**src/rtl/vsn_pkg.sv**
```systemverilog
package vsn_pkg;
  typedef enum logic [1:0] {
    RSV_NONE = 2'd0,
    RSV_LOW  = 2'd1,
    RSV_HIGH = 2'd2
  } rsv_kind_e;
endpackage

```
**src/rtl/vsn_classify.sv**
```systemverilog
module vsn_classify
  import vsn_pkg::*;
#(
  parameter int TAG_W = 8
) (
  input  logic [TAG_W-1:0] tag,
  output rsv_kind_e        kind
);
  function automatic rsv_kind_e classify(input logic [TAG_W-1:0] t);
    if (t == '0)      return RSV_LOW;
    else if (&t)      return RSV_HIGH;
    else              return RSV_NONE;
  endfunction

  assign kind = classify(tag);
endmodule

```
**src/rtl/vsn_fix.sv**
```systemverilog
module vsn_fix
  import vsn_pkg::*;
#(
  parameter int WORD_W = 10,
  parameter int FIX_W  = 2
) (
  input  logic [WORD_W-1:0] word_i,
  input  rsv_kind_e         kind,
  input  logic              bypass,
  output logic [WORD_W-1:0] word_o
);
  function automatic logic fix_bit(input logic b, input rsv_kind_e k, input logic off);
    if (off)                return b;
    else if (k == RSV_LOW)  return 1'b0;
    else if (k == RSV_HIGH) return 1'b1;
    else                    return b;
  endfunction

  assign word_o[WORD_W-1:FIX_W] = word_i[WORD_W-1:FIX_W];

  for (genvar i = 0; i < FIX_W; i++) begin : g_low
    assign word_o[i] = fix_bit(word_i[i], kind, bypass);
  end
endmodule

```
**src/rtl/vsn_stage.sv**
```systemverilog
module vsn_stage #(
  parameter int WORD_W = 10
) (
  input  logic              clk,
  input  logic              rst,
  input  logic              load,
  input  logic [WORD_W-1:0] d_word,
  input  logic              d_sync,
  output logic [WORD_W-1:0] q_word,
  output logic              q_valid,
  output logic              q_sync
);
  always_ff @(posedge clk) begin
    if (rst) begin
      q_word  <= '0;
      q_valid <= 1'b0;
      q_sync  <= 1'b0;
    end else begin
      q_valid <= load;
      q_sync  <= load & d_sync;
      if (load) q_word <= d_word;
    end
  end
endmodule

```
**src/rtl/sync_word_normalizer.sv**
```systemverilog
module sync_word_normalizer
  import vsn_pkg::*;
#(
  parameter int WORD_W = 10,
  parameter int FIX_W  = 2
) (
  input  logic              clk,
  input  logic              rst,
  input  logic [WORD_W-1:0] in_word,
  input  logic              in_valid,
  input  logic              det_off,
  output logic [WORD_W-1:0] out_word,
  output logic              out_valid,
  output logic              out_sync
);
  localparam int TAG_W = WORD_W - FIX_W;

  rsv_kind_e         tag_kind;
  logic [WORD_W-1:0] fixed_word;
  logic              rsv_hit;

  vsn_classify #(.TAG_W(TAG_W)) u_cls (
    .tag  (in_word[WORD_W-1:FIX_W]),
    .kind (tag_kind)
  );

  vsn_fix #(.WORD_W(WORD_W), .FIX_W(FIX_W)) u_fix (
    .word_i (in_word),
    .kind   (tag_kind),
    .bypass (det_off),
    .word_o (fixed_word)
  );

  assign rsv_hit = (tag_kind != RSV_NONE) && !det_off;

  vsn_stage #(.WORD_W(WORD_W)) u_stage (
    .clk     (clk),
    .rst     (rst),
    .load    (in_valid),
    .d_word  (fixed_word),
    .d_sync  (rsv_hit),
    .q_word  (out_word),
    .q_valid (out_valid),
    .q_sync  (out_sync)
  );
endmodule

```
**config.mk**
```make
export PLATFORM = sky130hd
export DESIGN_NAME = sync_word_normalizer
export DESIGN_NICKNAME = d
export VERILOG_FILES = /design/src/rtl/vsn_pkg.sv /design/src/rtl/vsn_classify.sv /design/src/rtl/vsn_fix.sv /design/src/rtl/vsn_stage.sv /design/src/rtl/sync_word_normalizer.sv
export SDC_FILE = /design/constraint.sdc
export NUM_CORES = 1
export LEC_CHECK = 0
export BUFFER_PORTS_ARGS = -buffer_cell sky130_fd_sc_hd__buf_2
export CAP_MARGIN = 20
export CORE_MARGIN = 4
export CORE_UTILIZATION = 32
export CTS_CLUSTER_DIAMETER = 50
export DETAILED_ROUTE_END_ITERATION = 12
export GPL_TIMING_DRIVEN = 0
export HOLD_SLACK_MARGIN = 0.08
export PLACE_DENSITY = 0.64
export SLEW_MARGIN = 5
export SYNTH_ARGS = -nofsm -noshare
export SYNTH_HDL_FRONTEND = slang
export SYNTH_SLANG_ARGS = --single-unit
```
**constraint.sdc**
```tcl
create_clock -name clk -period 1.2 [get_ports clk]
set_clock_uncertainty 0.15 [all_clocks]
set_input_delay 0.06 -clock clk [delete_from_list [all_inputs] [get_ports clk]]
set_output_delay 0.06 -clock clk [all_outputs]
set_load 0.03 [all_outputs]
```
==> qor.yml <==
synth:
  synthesis.nets: 61
  synth-compound-area-share_pct: 9.92
  yosys_register_bits: 12
  synth_top_family_by_area: "simple AND/OR/NAND/NOR gates"
  netlist_top_cells_area: "sky130_fd_sc_hd__dfxtp_1 (50%), sky130_fd_sc_hd__mux2i_1 (17%), sky130_fd_sc_hd__nor2_1 (7.0%)"
  synth_cell_type_count: 18
  post_synth_simple_gate_area_pct: 20.6
  synth-seq-area-share_pct: 50.1
  netlist.top_cell.by_area: "sky130_fd_sc_hd__dfxtp_1"
  ys.warnings.count: 0
  syn-instance-count: 47
  average_instance_area_after_synthesis_um2: 10.2
  syn-cell-area_um2: 479
  synth_adder_area_share_pct: 0
  synth_xor_area_share_pct: 0
  synth.area.mux_share_pct: 16.7
  synth.top_cell.area_share_pct: 50.1
drt:
  remaining_drc_errors: 0
  vias: 497
  drt_pass1_iterations: 4
  route.antenna.remaining_nets: 0
  post_drt_via_cell_ratio: 4.83
  wl_per_cell_um: 12.3
  initialDrtViolationCount: 12
  routed_wirelength_mm: 1.26
critical_path:
  reg2reg_setup_slack_ps: 430
  worstSetupStartpointType: "input pin"
  timing_worst_setup_path_type: "in2reg"
  worst-endpoint-arrival_ps: 1170
  worst_setup_path_end_kind: "flop"
  crit-reg2reg-capture: "u_stage.q_word[4]$_SDFFE_PP0P_"
  cp_data_required_time_ps: 1240
  worstPathMaxFanout: 2
  worst_r2r_src: "u_stage.q_word[4]$_SDFFE_PP0P_"
  timing.reg2reg.worst_path_depth: 2
run:
  drv.max_cap_violation_count: 0
timing:
  slew-limit-headroom_pct: 68.1
  rsz0062_at_grt: "no"
  finalSetupViolCount: 0
  worst_hold_slack_ps: -99.1
  clock.fmax_mhz: 882
  max_slew.worst_pin.slew_ps: 479
  maxSlewViolCount: 0
  hold_viol_final: 5
  final.period_utilization_pct: 94.4
  fin_crit_ps: 1130
  finalSetupTns_ps: 0
finish:
  finalInstanceArea_um2: 787
  n_fill_cell: 134
  finalNetCount: 103
  final_layout_size_suffix_gt1_share_pct: 39.8
  number_of_antenna_cells_inserted: 0
  area_growth_syn_to_layout_pct: 64.2
worst_hold_path:
  min_path_type: "in2reg"
  timing.hold.worst_endpoint: "u_stage.q_word[3]$_SDFFE_PP0P_"
  hold_depth: 3
  worst_hold_startpoint: "in_word[3]"
die:
  num_rows: 13
  core-area_um2: 1350
  initial_core_util_pct: 35.5
  die_area_um2: 2180
  fp.dieH_um: 46.7
  die_w_um: 46.7
  top_level_ports: 26
clocking:
  clk_root_buffer_cell: "sky130_fd_sc_hd__clkbuf_4"
  tritoncts_num_sinks: 12
  postCtsHoldBufs: 11
  h-tree-depth: 1
  cts_tree: "done"
  buffer_depth_of_the_longest_clock_path: 2
  clk_pin_slew_worst_paths_ps: 80
  worstSkewPairLatency_ps: 270
  numCtsBuffers: 3
global_routing:
  initial_antenna_violation_count: 0
  globalRoute.totalOverflow: 0
  grt_max_degree: 11
  global_route.usage.total_pct: 13.2
  grt_pass1_vias: 469
  grt_pass1_wl_mm: 1.99
outcome:
  outcome: "finished with violations"
  failed_checks: "hold timing"
power_and_ir_drop:
  power.leakage_uw: 0.000401
  vdd_ir_drop_max_mv: 0.845
  power_per_cell_area_nw_per_um2: 1190
  totalPowerFinal_uw: 933
placement:
  hpwlAfterDp_um: 821
  gpl.final_weighted_congestion: 0.665
  place_area_um2: 623
  io_buffer_count: 25
==> worst max path at each step <==
stage | start | end | slack (ps)
global placement | in_word[8] | u_stage.q_word[0]$_SDFFE_PP0P_ | 20
CTS | in_word[5] | u_stage.q_word[1]$_SDFFE_PP0P_ | 30
detailed placement | in_word[8] | u_stage.q_word[0]$_SDFFE_PP0P_ | 20
finish | det_off | u_stage.q_word[0]$_SDFFE_PP0P_ | 70
global route | in_word[6] | u_stage.q_sync$_SDFF_PP0_ | 7
floorplan | in_word[8] | u_stage.q_word[0]$_SDFFE_PP0P_ | 250
==> cell usage in the layout, fill, tap and decap left out <==
| cell type | count |
|---|---|
| sky130_fd_sc_hd__dlymetal6s4s_1 | 1 |
| sky130_fd_sc_hd__a21oi_1 | 1 |
| sky130_fd_sc_hd__o32ai_1 | 1 |
| sky130_fd_sc_hd__inv_1 | 1 |
| sky130_fd_sc_hd__and4b_1 | 1 |
| sky130_fd_sc_hd__nor4_1 | 1 |
| sky130_fd_sc_hd__nand2b_1 | 3 |
| sky130_fd_sc_hd__nand3_1 | 1 |
| sky130_fd_sc_hd__nor2_1 | 8 |
| sky130_fd_sc_hd__o32ai_2 | 1 |
| sky130_fd_sc_hd__clkbuf_8 | 1 |
| sky130_fd_sc_hd__clkbuf_1 | 1 |
| sky130_fd_sc_hd__dfxtp_1 | 12 |
| sky130_fd_sc_hd__and3_2 | 1 |
| sky130_fd_sc_hd__nor3_2 | 1 |
| sky130_fd_sc_hd__clkbuf_4 | 3 |
| sky130_fd_sc_hd__and3_1 | 1 |
| sky130_fd_sc_hd__buf_4 | 1 |
| sky130_fd_sc_hd__dlygate4sd3_1 | 10 |
| sky130_fd_sc_hd__buf_2 | 26 |
| sky130_fd_sc_hd__nor2_2 | 1 |
| sky130_fd_sc_hd__nand4_1 | 1 |
| sky130_fd_sc_hd__mux2i_1 | 8 |
| sky130_fd_sc_hd__a41oi_1 | 2 |
==> synth_stat cells <==
library cell	count
sky130_fd_sc_hd__buf_2	1
sky130_fd_sc_hd__clkbuf_1	1
sky130_fd_sc_hd__dfxtp_1	12
sky130_fd_sc_hd__o32ai_2	1
sky130_fd_sc_hd__and4b_1	1
sky130_fd_sc_hd__o32ai_1	1
sky130_fd_sc_hd__a41oi_1	2
sky130_fd_sc_hd__nand3_1	1
sky130_fd_sc_hd__inv_1	1
sky130_fd_sc_hd__mux2i_1	8
sky130_fd_sc_hd__and3_2	1
sky130_fd_sc_hd__and3_1	1
sky130_fd_sc_hd__nand4_1	1
sky130_fd_sc_hd__a21oi_1	1
sky130_fd_sc_hd__nand2b_1	3
sky130_fd_sc_hd__nor2_1	9
sky130_fd_sc_hd__nor3_1	1
sky130_fd_sc_hd__nor4_1	1
==> report_power, final <==
group | internal (µW) | total (µW) | switching [µW]
registers | 420 | 428 | 8.92
logic | 80.3 | 182 | 102
clock network | 185 | 322 | 138
==> registers in the layout (all words and copies together) (netlist names) <==
signal           cells
u_stage.q_valid      1
u_stage.q_word      10
u_stage.q_sync       1
==> critical path, stage by stage <==
cell and delay, ps:
sky130_fd_sc_hd__buf_2 80, sky130_fd_sc_hd__dlygate4sd3_1 550, sky130_fd_sc_hd__nor2_2 40, sky130_fd_sc_hd__and3_2 180, sky130_fd_sc_hd__o32ai_1 250
==> area by class of cell <==
cell class | count | area (µm²) | share of cell area, %
repair buffers | 37 | 245 | 31.2
multi-input cells | 32 | 234 | 29.7
flip-flops and latches | 12 | 240 | 30.5
plain buffers | 2 | 8.76 | 1.11
well taps | 15 | 18.8 | 2.38
clock buffers | 4 | 36.3 | 4.61
inverters | 1 | 3.75 | 0.477
==> through the flow <==
step / std cells / worst slack, ps / utilization (%)
2_1_floorplan: 47 / 251 / -
3_3_place_gp: 87 / 20.1 / 46.2
3_5_place_dp: 87 / 18.1 / 46.2
4_1_cts: 102 / 32.7 / 57.0
5_1_grt: 103 / 7.08 / 58.3
6_report: 103 / 66.8 / 58.3
==> per-layer routing <==
layer	global-route usage (%)	share of wire [%]	vias up
li1	-	-	253
met1	15.7	43	223
met2	20.6	47	19
met3	7.42	9.6	2
met4	3.31	0.63	0
met5	0	0	-
==> what timing repair did <==
action,4_1_cts,5_1_grt
buffers inserted,0,1
gates resized for setup,0,3
setup endpoints to repair,0,3
hold endpoints to repair,12,5
==> cells by family after synthesis <==
family | Yosys count
compound gates | 5
buf+inv | 3
flops | 12
mux | 8
simple gates | 19
Note: power is estimated with default switching activity, not from simulation.
